**config.mk**
```make
export PLATFORM = sky130hd
export DESIGN_NAME = stat_cmd_ctrl
export DESIGN_NICKNAME = d
export VERILOG_FILES = /design/src/rtl/stat_cmd_pkg.sv /design/src/rtl/stat_cmd_fsm.sv /design/src/rtl/stat_cmd_dp.sv /design/src/rtl/stat_cmd_ctrl.sv
export SDC_FILE = /design/constraint.sdc
export NUM_CORES = 1
export LEC_CHECK = 0
export ABC_CLOCK_PERIOD_IN_PS = 2800
export BUFFER_PORTS_ARGS = -buffer_cell sky130_fd_sc_hd__buf_4
export CAP_MARGIN = 10
export CELL_PAD_IN_SITES_DETAIL_PLACEMENT = 1
export CELL_PAD_IN_SITES_GLOBAL_PLACEMENT = 1
export CORE_MARGIN = 3
export CORE_UTILIZATION = 26
export DETAILED_ROUTE_END_ITERATION = 7
export GPL_TIMING_DRIVEN = 0
export PLACE_DENSITY_LB_ADDON = 0.1
export SETUP_SLACK_MARGIN = 0.5
export SKIP_CTS_REPAIR_TIMING = 1
export SLEW_MARGIN = 10
export SYNTH_ARGS = -nofsm -noshare
export SYNTH_HDL_FRONTEND = slang
export SYNTH_SLANG_ARGS = --single-unit
```
**constraint.sdc**
```tcl
create_clock -name clk -period 2.8 [get_ports clk]
set_input_delay 0.56 -clock clk [delete_from_list [all_inputs] [get_ports clk]]
set_output_delay 0.56 -clock clk [all_outputs]
set_load 0.05 [all_outputs]
```
**src/rtl/stat_cmd_pkg.sv**
```systemverilog
package stat_cmd_pkg;

  localparam int STAT_W = 3;
  localparam int CMD_N  = 5;
  localparam int ADV_N  = 2;

  typedef enum logic [STAT_W-1:0] {
    ST_INTA    = 3'b000,
    ST_IORD    = 3'b001,
    ST_IOWR    = 3'b010,
    ST_HALT    = 3'b011,
    ST_CODE    = 3'b100,
    ST_MEMRD   = 3'b101,
    ST_MEMWR   = 3'b110,
    ST_PASSIVE = 3'b111
  } statCode_e;

  // slot numbers of the normal-timing command vector
  localparam int CMD_MEMRD = 0;
  localparam int CMD_MEMWR = 1;
  localparam int CMD_IORD  = 2;
  localparam int CMD_IOWR  = 3;
  localparam int CMD_INTA  = 4;

  // strobes from the sequencer to the output registers
  typedef struct packed {
    logic capture;  // latch cycle type, pulse ale, set direction
    logic issue;    // raise read-type and advanced strobes, den
    logic late;     // raise normal-timing write strobes
    logic drop;     // clear every command strobe
    logic relDen;   // release den and return direction to receive
  } ctlStrobe_t;

  function automatic logic isWrIdx(input int idx);
    return (idx == CMD_MEMWR) || (idx == CMD_IOWR);
  endfunction

  function automatic logic isWrStat(input logic [STAT_W-1:0] st);
    return (st == ST_MEMWR) || (st == ST_IOWR);
  endfunction

  function automatic int advToCmd(input int j);
    return (j == 0) ? CMD_MEMWR : CMD_IOWR;
  endfunction

  function automatic logic cmdHit(input logic [STAT_W-1:0] st, input int idx);
    logic hit;
    case (idx)
      CMD_MEMRD: hit = (st == ST_MEMRD) || (st == ST_CODE);
      CMD_MEMWR: hit = (st == ST_MEMWR);
      CMD_IORD:  hit = (st == ST_IORD);
      CMD_IOWR:  hit = (st == ST_IOWR);
      CMD_INTA:  hit = (st == ST_INTA);
      default:   hit = 1'b0;
    endcase
    return hit;
  endfunction

endpackage

```
**src/rtl/stat_cmd_fsm.sv**
```systemverilog
module stat_cmd_fsm
  import stat_cmd_pkg::*;
#(
  parameter int WR_LAG = 1
) (
  input  logic              clk,
  input  logic              rstN,
  input  logic [STAT_W-1:0] statusIn,
  output ctlStrobe_t        strobe
);

  localparam int LAG_W = (WR_LAG < 1) ? 1 : $clog2(WR_LAG + 1);
  localparam logic [LAG_W-1:0] LAG_FIRE = LAG_W'(WR_LAG - 1);
  localparam logic [LAG_W-1:0] LAG_TOP  = LAG_W'(WR_LAG);

  typedef enum logic [1:0] {S_IDLE, S_ADDR, S_CMD, S_REL} fsm_e;

  fsm_e             state, nextState;
  logic [LAG_W-1:0] lagCnt;
  logic             busy;

  assign busy = (statusIn != ST_PASSIVE);

  always_comb begin
    strobe    = '0;
    nextState = state;
    unique case (state)
      S_IDLE: begin
        if (busy) begin
          strobe.capture = 1'b1;
          nextState      = S_ADDR;
        end
      end
      S_ADDR: begin
        if (!busy) begin
          strobe.relDen = 1'b1;
          nextState     = S_IDLE;
        end else begin
          strobe.issue = 1'b1;
          nextState    = S_CMD;
        end
      end
      S_CMD: begin
        if (!busy) begin
          strobe.drop = 1'b1;
          nextState   = S_REL;
        end else if (lagCnt == LAG_FIRE) begin
          strobe.late = 1'b1;
        end
      end
      S_REL: begin
        strobe.relDen = 1'b1;
        if (busy) begin
          strobe.capture = 1'b1;
          nextState      = S_ADDR;
        end else begin
          nextState = S_IDLE;
        end
      end
      default: nextState = S_IDLE;
    endcase
  end

  always_ff @(posedge clk) begin
    if (!rstN) begin
      state  <= S_IDLE;
      lagCnt <= '0;
    end else begin
      state <= nextState;
      if (strobe.issue) begin
        lagCnt <= '0;
      end else if (state == S_CMD && lagCnt != LAG_TOP) begin
        lagCnt <= lagCnt + 1'b1;
      end
    end
  end

  AST_LATE_ONCE: assert property (@(posedge clk) disable iff (!rstN)
    strobe.late |=> !strobe.late) else $error("late strobe repeated");

  AST_START_FROM_QUIET: assert property (@(posedge clk) disable iff (!rstN)
    strobe.capture |=> !strobe.capture) else $error("back-to-back capture");

endmodule

```
**src/rtl/stat_cmd_dp.sv**
```systemverilog
module stat_cmd_dp
  import stat_cmd_pkg::*;
(
  input  logic              clk,
  input  logic              rstN,
  input  logic [STAT_W-1:0] statusIn,
  input  ctlStrobe_t        strobe,
  output logic              aleOut,
  output logic              denOut,
  output logic              dirOut,
  output logic [CMD_N-1:0]  cmdOut,
  output logic [ADV_N-1:0]  advOut
);

  logic [STAT_W-1:0] typeReg;
  logic              anyCmd;
  logic              earlyAny;

  always_ff @(posedge clk) begin
    if (!rstN) begin
      typeReg <= ST_PASSIVE;
      aleOut  <= 1'b0;
      dirOut  <= 1'b0;
      denOut  <= 1'b0;
    end else begin
      aleOut <= strobe.capture;
      if (strobe.capture) begin
        typeReg <= statusIn;
        dirOut  <= isWrStat(statusIn);
      end else if (strobe.relDen) begin
        dirOut <= 1'b0;
      end
      if (strobe.relDen) begin
        denOut <= 1'b0;
      end else if (strobe.issue) begin
        denOut <= (typeReg != ST_HALT);
      end
    end
  end

  for (genvar g = 0; g < CMD_N; g++) begin : gCmd
    localparam bit WR_SLOT = isWrIdx(g);
    logic setNow;
    assign setNow = WR_SLOT ? strobe.late : strobe.issue;
    always_ff @(posedge clk) begin
      if (!rstN) begin
        cmdOut[g] <= 1'b0;
      end else if (strobe.drop) begin
        cmdOut[g] <= 1'b0;
      end else if (setNow) begin
        cmdOut[g] <= cmdHit(typeReg, g);
      end
    end
  end

  for (genvar j = 0; j < ADV_N; j++) begin : gAdv
    localparam int CI = advToCmd(j);
    always_ff @(posedge clk) begin
      if (!rstN) begin
        advOut[j] <= 1'b0;
      end else if (strobe.drop) begin
        advOut[j] <= 1'b0;
      end else if (strobe.issue) begin
        advOut[j] <= cmdHit(typeReg, CI);
      end
    end

    AST_NORMAL_AFTER_ADV: assert property (@(posedge clk) disable iff (!rstN)
      $rose(cmdOut[CI]) |-> $past(advOut[j])) else $error("normal write before advanced");
  end

  assign anyCmd   = (|cmdOut) || (|advOut);
  assign earlyAny = cmdOut[CMD_MEMRD] || cmdOut[CMD_IORD] || cmdOut[CMD_INTA] || (|advOut);

  AST_ALE_SINGLE: assert property (@(posedge clk) disable iff (!rstN)
    aleOut |=> !aleOut) else $error("ale longer than one clock");

  AST_EARLY_AFTER_ALE: assert property (@(posedge clk) disable iff (!rstN)
    $rose(earlyAny) |-> $past(aleOut)) else $error("strobe without preceding ale");

  AST_CMD_ONEHOT: assert property (@(posedge clk) disable iff (!rstN)
    $onehot0(cmdOut)) else $error("two commands at once");

  AST_DEN_WITH_CMD: assert property (@(posedge clk) disable iff (!rstN)
    anyCmd |-> denOut) else $error("command without den");

  AST_DEN_TAIL: assert property (@(posedge clk) disable iff (!rstN)
    $fell(anyCmd) |-> denOut) else $error("den released with commands");

  AST_DIR_HOLD: assert property (@(posedge clk) disable iff (!rstN)
    (denOut && $past(denOut)) |-> $stable(dirOut)) else $error("direction moved under den");

  AST_HALT_QUIET: assert property (@(posedge clk) disable iff (!rstN)
    (typeReg == ST_HALT) |-> (!anyCmd && !denOut)) else $error("halt produced a command");

endmodule

```
**src/rtl/stat_cmd_ctrl.sv**
```systemverilog
module stat_cmd_ctrl
  import stat_cmd_pkg::*;
#(
  parameter int WR_LAG = 1
) (
  input  logic              clk,
  input  logic              rstN,
  input  logic [STAT_W-1:0] statusIn,
  output logic              ale,
  output logic              den,
  output logic              dtR,
  output logic              memRdCmd,
  output logic              memWrCmd,
  output logic              memWrAdvCmd,
  output logic              ioRdCmd,
  output logic              ioWrCmd,
  output logic              ioWrAdvCmd,
  output logic              intaCmd
);

  ctlStrobe_t       strobe;
  logic [CMD_N-1:0] cmdVec;
  logic [ADV_N-1:0] advVec;

  stat_cmd_fsm #(.WR_LAG(WR_LAG)) fsm_i (
    .clk      (clk),
    .rstN     (rstN),
    .statusIn (statusIn),
    .strobe   (strobe)
  );

  stat_cmd_dp dp_i (
    .clk      (clk),
    .rstN     (rstN),
    .statusIn (statusIn),
    .strobe   (strobe),
    .aleOut   (ale),
    .denOut   (den),
    .dirOut   (dtR),
    .cmdOut   (cmdVec),
    .advOut   (advVec)
  );

  assign memRdCmd    = cmdVec[CMD_MEMRD];
  assign memWrCmd    = cmdVec[CMD_MEMWR];
  assign ioRdCmd     = cmdVec[CMD_IORD];
  assign ioWrCmd     = cmdVec[CMD_IOWR];
  assign intaCmd     = cmdVec[CMD_INTA];
  assign memWrAdvCmd = advVec[0];
  assign ioWrAdvCmd  = advVec[1];

endmodule

```
==> impl_metrics.prom <==
# TYPE chip_impl_metric gauge
chip_impl_metric{name="synth_nets",unit=""} 104
chip_impl_info{name="start_kind",value="flip-flop"} 1
chip_impl_metric{name="die_width",unit="µm"} 60.7
chip_impl_info{name="worstSetupEndpoint",value="dp_i.dirOut$_SDFFE_PN0P_"} 1
chip_impl_metric{name="synthDominantCellAreaShare",unit=""} 0.412
chip_impl_metric{name="layout_min_cycle_time",unit="ns"} 1.50
chip_impl_metric{name="finalNetCount",unit=""} 122
chip_impl_metric{name="crit_path_max_fanout",unit=""} 7
chip_impl_info{name="ys_top_cells_by_area",value="sky130_fd_sc_hd__dfxtp_1, sky130_fd_sc_hd__nand2_1, sky130_fd_sc_hd__ha_1, sky130_fd_sc_hd__nor2_1, sky130_fd_sc_hd__o21ai_0"} 1
chip_impl_info{name="critical_path.endpoint_type",value="flip-flop"} 1
chip_impl_metric{name="synth_cell_types",unit=""} 25
chip_impl_metric{name="detailed_place_hpwl",unit="mm"} 1.41
chip_impl_info{name="outcome",value="finished clean"} 1
chip_impl_metric{name="clock_sinks",unit=""} 16
chip_impl_metric{name="area.growth.synth_to_final",unit="%"} 22.2
chip_impl_metric{name="syn-mean-instance-area",unit="µm²"} 8.27
chip_impl_metric{name="multiInputGateArea",unit="µm²"} 420
chip_impl_info{name="critical_path.startpoint",value="fsm_i.state[0]$_SDFFE_PN0P_"} 1
chip_impl_metric{name="timing_hold_violations_final",unit=""} 0
chip_impl_metric{name="ys_async_sr_fraction",unit=""} 0
chip_impl_metric{name="grt_pass1_vias",unit=""} 693
chip_impl_metric{name="number_of_antenna_violations_at_the_first_check_in_global_routing",unit=""} 0
chip_impl_metric{name="static-leakage-power",unit="nW"} 0.388
chip_impl_info{name="yosys.cell_count.top_type",value="sky130_fd_sc_hd__nand2_1"} 1
chip_impl_metric{name="placed_cells_incl_taps",unit=""} 138
chip_impl_metric{name="power_density",unit="nW/µm²"} 683
chip_impl_info{name="root_buffer",value="sky130_fd_sc_hd__clkbuf_4"} 1
chip_impl_metric{name="yosys_warnings",unit=""} 0
chip_impl_metric{name="wl_per_instance",unit="µm"} 12.6
chip_impl_metric{name="fin_skew",unit="ns"} 0.00977
chip_impl_metric{name="diodes",unit=""} 0
chip_impl_info{name="kind_of_path_behind_the_tightest_hold_check",value="flip-flop to flip-flop"} 1
chip_impl_metric{name="layout.area.seq",unit="µm²"} 320
chip_impl_metric{name="buffer_levels_on_the_longest_clock_path",unit=""} 2
chip_impl_metric{name="detail_route.drc_violations",unit=""} 0
chip_impl_metric{name="cts.reportedPaths.clkPinSlew",unit="ns"} 0.10
chip_impl_info{name="worst-setup-path-type",value="flip-flop to flip-flop"} 1
chip_impl_metric{name="final_layout_size_suffix_gt1_frac",unit=""} 0.207
chip_impl_metric{name="die_area",unit="µm²"} 3680
chip_impl_metric{name="number_of_buffers_created_by_cts",unit=""} 3
chip_impl_metric{name="worst_setup_slack_after_placement",unit="ns"} 1.20
chip_impl_metric{name="cp_data_arrival_time",unit="ns"} 1.71
chip_impl_metric{name="grt_first_pass_wirelength",unit="mm"} 3.16
chip_impl_metric{name="num-fill-cells",unit=""} 365
chip_impl_metric{name="maxCapViolations",unit=""} 0
chip_impl_metric{name="grtUsageMet2",unit=""} 0.166
chip_impl_info{name="reg2reg_from",value="fsm_i.state[0]$_SDFFE_PN0P_"} 1
chip_impl_metric{name="synth_cells",unit=""} 94
chip_impl_metric{name="post-route-worst-setup-slack",unit="ns"} 1.30
chip_impl_metric{name="vias_per_inst",unit=""} 4.87
chip_impl_info{name="post_synth_most_frequent_cells",value="sky130_fd_sc_hd__nand2_1, sky130_fd_sc_hd__dfxtp_1, sky130_fd_sc_hd__nor2_1, sky130_fd_sc_hd__o21ai_0, sky130_fd_sc_hd__a21oi_1"} 1
chip_impl_metric{name="final-setup-viol-count",unit=""} 0
chip_impl_metric{name="htreeDepth",unit=""} 1
chip_impl_info{name="cts_tree",value="done"} 1
chip_impl_metric{name="total_power",unit="µW"} 648
chip_impl_metric{name="final_cell_count_no_fill",unit=""} 142
chip_impl_metric{name="fp.dieH",unit="µm"} 60.7
chip_impl_metric{name="dr_total_vias",unit=""} 691
chip_impl_metric{name="ir_worst_vdd",unit="V"} 0.000166
chip_impl_metric{name="report.final.slew_viol_count",unit=""} 0
chip_impl_metric{name="port_buffers",unit=""} 13
chip_impl_metric{name="io_pins",unit=""} 15
chip_impl_metric{name="maxSlewHeadroom",unit=""} 0.808
chip_impl_metric{name="floorplan.rows",unit=""} 19
chip_impl_metric{name="grt_overflow",unit=""} 0
chip_impl_metric{name="drt_iter0_markers",unit=""} 15
chip_impl_info{name="synth_flop_cell",value="sky130_fd_sc_hd__dfxtp_1"} 1
chip_impl_metric{name="worst_slew_pin_slew",unit="ns"} 0.285
chip_impl_metric{name="grt_use_total",unit=""} 0.119
chip_impl_metric{name="met3_global_route_usage",unit=""} 0.0319
chip_impl_info{name="globalRoute.busiestLayer",value="met2"} 1
chip_impl_metric{name="total_negative_slack",unit="ns"} 0
chip_impl_metric{name="holdWs",unit="ns"} 0.459
chip_impl_metric{name="core-area",unit="µm²"} 2810
chip_impl_metric{name="req_time_crit_path",unit="ns"} 3.01
chip_impl_metric{name="grtUsageMet1",unit=""} 0.162
chip_impl_metric{name="synth.cell_area",unit="µm²"} 777
chip_impl_metric{name="grt_start_max_net_pins",unit=""} 11
chip_impl_info{name="synth_top_cell_by_area",value="sky130_fd_sc_hd__dfxtp_1"} 1
chip_impl_metric{name="tritonroute_pass_1_iters",unit=""} 4
chip_impl_metric{name="max_freq",unit="GHz"} 0.666
chip_impl_info{name="unrepaired_setup_endpoints_after_global_routing",value="no"} 1
chip_impl_metric{name="register_bit_count_reported_by_yosys",unit=""} 16
chip_impl_metric{name="antenna_left",unit=""} 0
chip_impl_metric{name="worst_r2r_path_depth",unit=""} 4
chip_impl_metric{name="initial_core_util",unit=""} 0.277
chip_impl_metric{name="gpl.final_weighted_congestion",unit=""} 0.781
chip_impl_metric{name="synth_edf_count",unit=""} 0
chip_impl_metric{name="clkLatencyLatePin",unit="ns"} 0.30
chip_impl_metric{name="timing.final.crit_share",unit=""} 0.536
chip_impl_info{name="worst_r2r_endpoint",value="dp_i.dirOut$_SDFFE_PN0P_"} 1
chip_impl_metric{name="ys_seq_area_frac",unit=""} 0.412
chip_impl_metric{name="wirelength",unit="mm"} 1.79
chip_impl_metric{name="reg2reg_setup_slack",unit="ns"} 1.30
## critical path: stages (launching register included)
cell and delay [ns]:
sky130_fd_sc_hd__dfxtp_1 0.47, sky130_fd_sc_hd__inv_1 0.13, sky130_fd_sc_hd__ha_1 0.38, sky130_fd_sc_hd__nand2b_1 0.19
sky130_fd_sc_hd__o32ai_1 0.24
## state kept, by name, summed over array words and instances, names as in the netlist, named ones only
name / cells
dp_i.dirOut: 1
dp_i.advOut: 2
fsm_i.state: 1
dp_i.typeReg: 3
dp_i.denOut: 1
dp_i.aleOut: 1
dp_i.cmdOut: 5
fsm_i.lagCnt: 1
## cell type report
type                            instances  share of cell area
Inverter                                3              0.0119
Buffer                                  4              0.0264
Multi-Input combinational cell         71               0.443
Clock buffer                            4              0.0382
Timing Repair Buffer                   13               0.103
Tap cell                               31              0.0408
Sequential cell                        16               0.337
## power breakdown
part	leakage [nW]	internal [mW]	switching, mW
Combinational	0.236	0.0797	0.130
Sequential	0.131	0.254	0.0252
Clock	0.0210	0.0794	0.0801
## layer usage
| layer | vias up | routed length, µm |
|---|---|---|
| li1 | 355 | - |
| met3 | 6 | 86 |
| met2 | 12 | 736 |
| met5 | - | 0 |
| met4 | 0 | 44 |
| met1 | 318 | 919 |
## stage by stage
stage	instance area [µm²]	utilization
after floorplan	777	-
after global placement	913	0.326
after detailed placement	913	0.326
after CTS	950	0.339
after global routing	950	0.339
final	950	0.339
## layout by cell type, fill, tap and decap left out
cell type,count
sky130_fd_sc_hd__o22ai_1,2
sky130_fd_sc_hd__nand3_1,1
sky130_fd_sc_hd__ha_1,5
sky130_fd_sc_hd__and3b_1,1
sky130_fd_sc_hd__o211ai_1,1
sky130_fd_sc_hd__nand2_1,17
sky130_fd_sc_hd__nor2_1,11
sky130_fd_sc_hd__o21a_1,1
sky130_fd_sc_hd__and3_1,1
sky130_fd_sc_hd__a31oi_1,2
sky130_fd_sc_hd__nor2b_1,4
sky130_fd_sc_hd__buf_6,1
sky130_fd_sc_hd__and2_4,1
sky130_fd_sc_hd__a21boi_0,2
sky130_fd_sc_hd__buf_2,2
sky130_fd_sc_hd__clkbuf_4,3
sky130_fd_sc_hd__nand3_2,1
sky130_fd_sc_hd__nand2b_1,1
sky130_fd_sc_hd__dfxtp_1,16
sky130_fd_sc_hd__buf_4,13
sky130_fd_sc_hd__clkbuf_8,1
sky130_fd_sc_hd__a21oi_1,6
sky130_fd_sc_hd__a311oi_2,1
sky130_fd_sc_hd__inv_1,3
sky130_fd_sc_hd__clkbuf_1,1
sky130_fd_sc_hd__o32ai_1,2
sky130_fd_sc_hd__nand3b_1,4
sky130_fd_sc_hd__o21ai_0,7
## how the worst min path moves through the flow
stage,from,endpoint,cells after the start,slack [ns]
6_report,dp_i.cmdOut[2]$_SDFFE_PP0P_,dp_i.cmdOut[2]$_SDFFE_PP0P_,2,0.46
3_5_place_dp,dp_i.cmdOut[2]$_SDFFE_PP0P_,dp_i.cmdOut[2]$_SDFFE_PP0P_,2,0.45
3_3_place_gp,dp_i.cmdOut[2]$_SDFFE_PP0P_,dp_i.cmdOut[2]$_SDFFE_PP0P_,2,0.44
5_1_grt,statusIn[0],dp_i.dirOut$_SDFFE_PN0P_,2,0.48
4_1_cts,dp_i.cmdOut[2]$_SDFFE_PP0P_,dp_i.cmdOut[2]$_SDFFE_PP0P_,2,0.46
2_1_floorplan,flip-flop,flip-flop,2,0.48
## cells by family (layout without fill, tap and decap cells)
family / after synthesis / count (layout) / share of synthesized area
AND/OR/NAND/NOR: 42 / 42 / 0.264
AO/OA/AOI/OAI: 24 / 24 / 0.196
flip-flops: 16 / 16 / 0.412
buffers and inverters: 7 / 24 / 0.0467
adder cells (fa/ha/maj): 5 / 5 / 0.0805
Power figures use the tool's default switching activity.
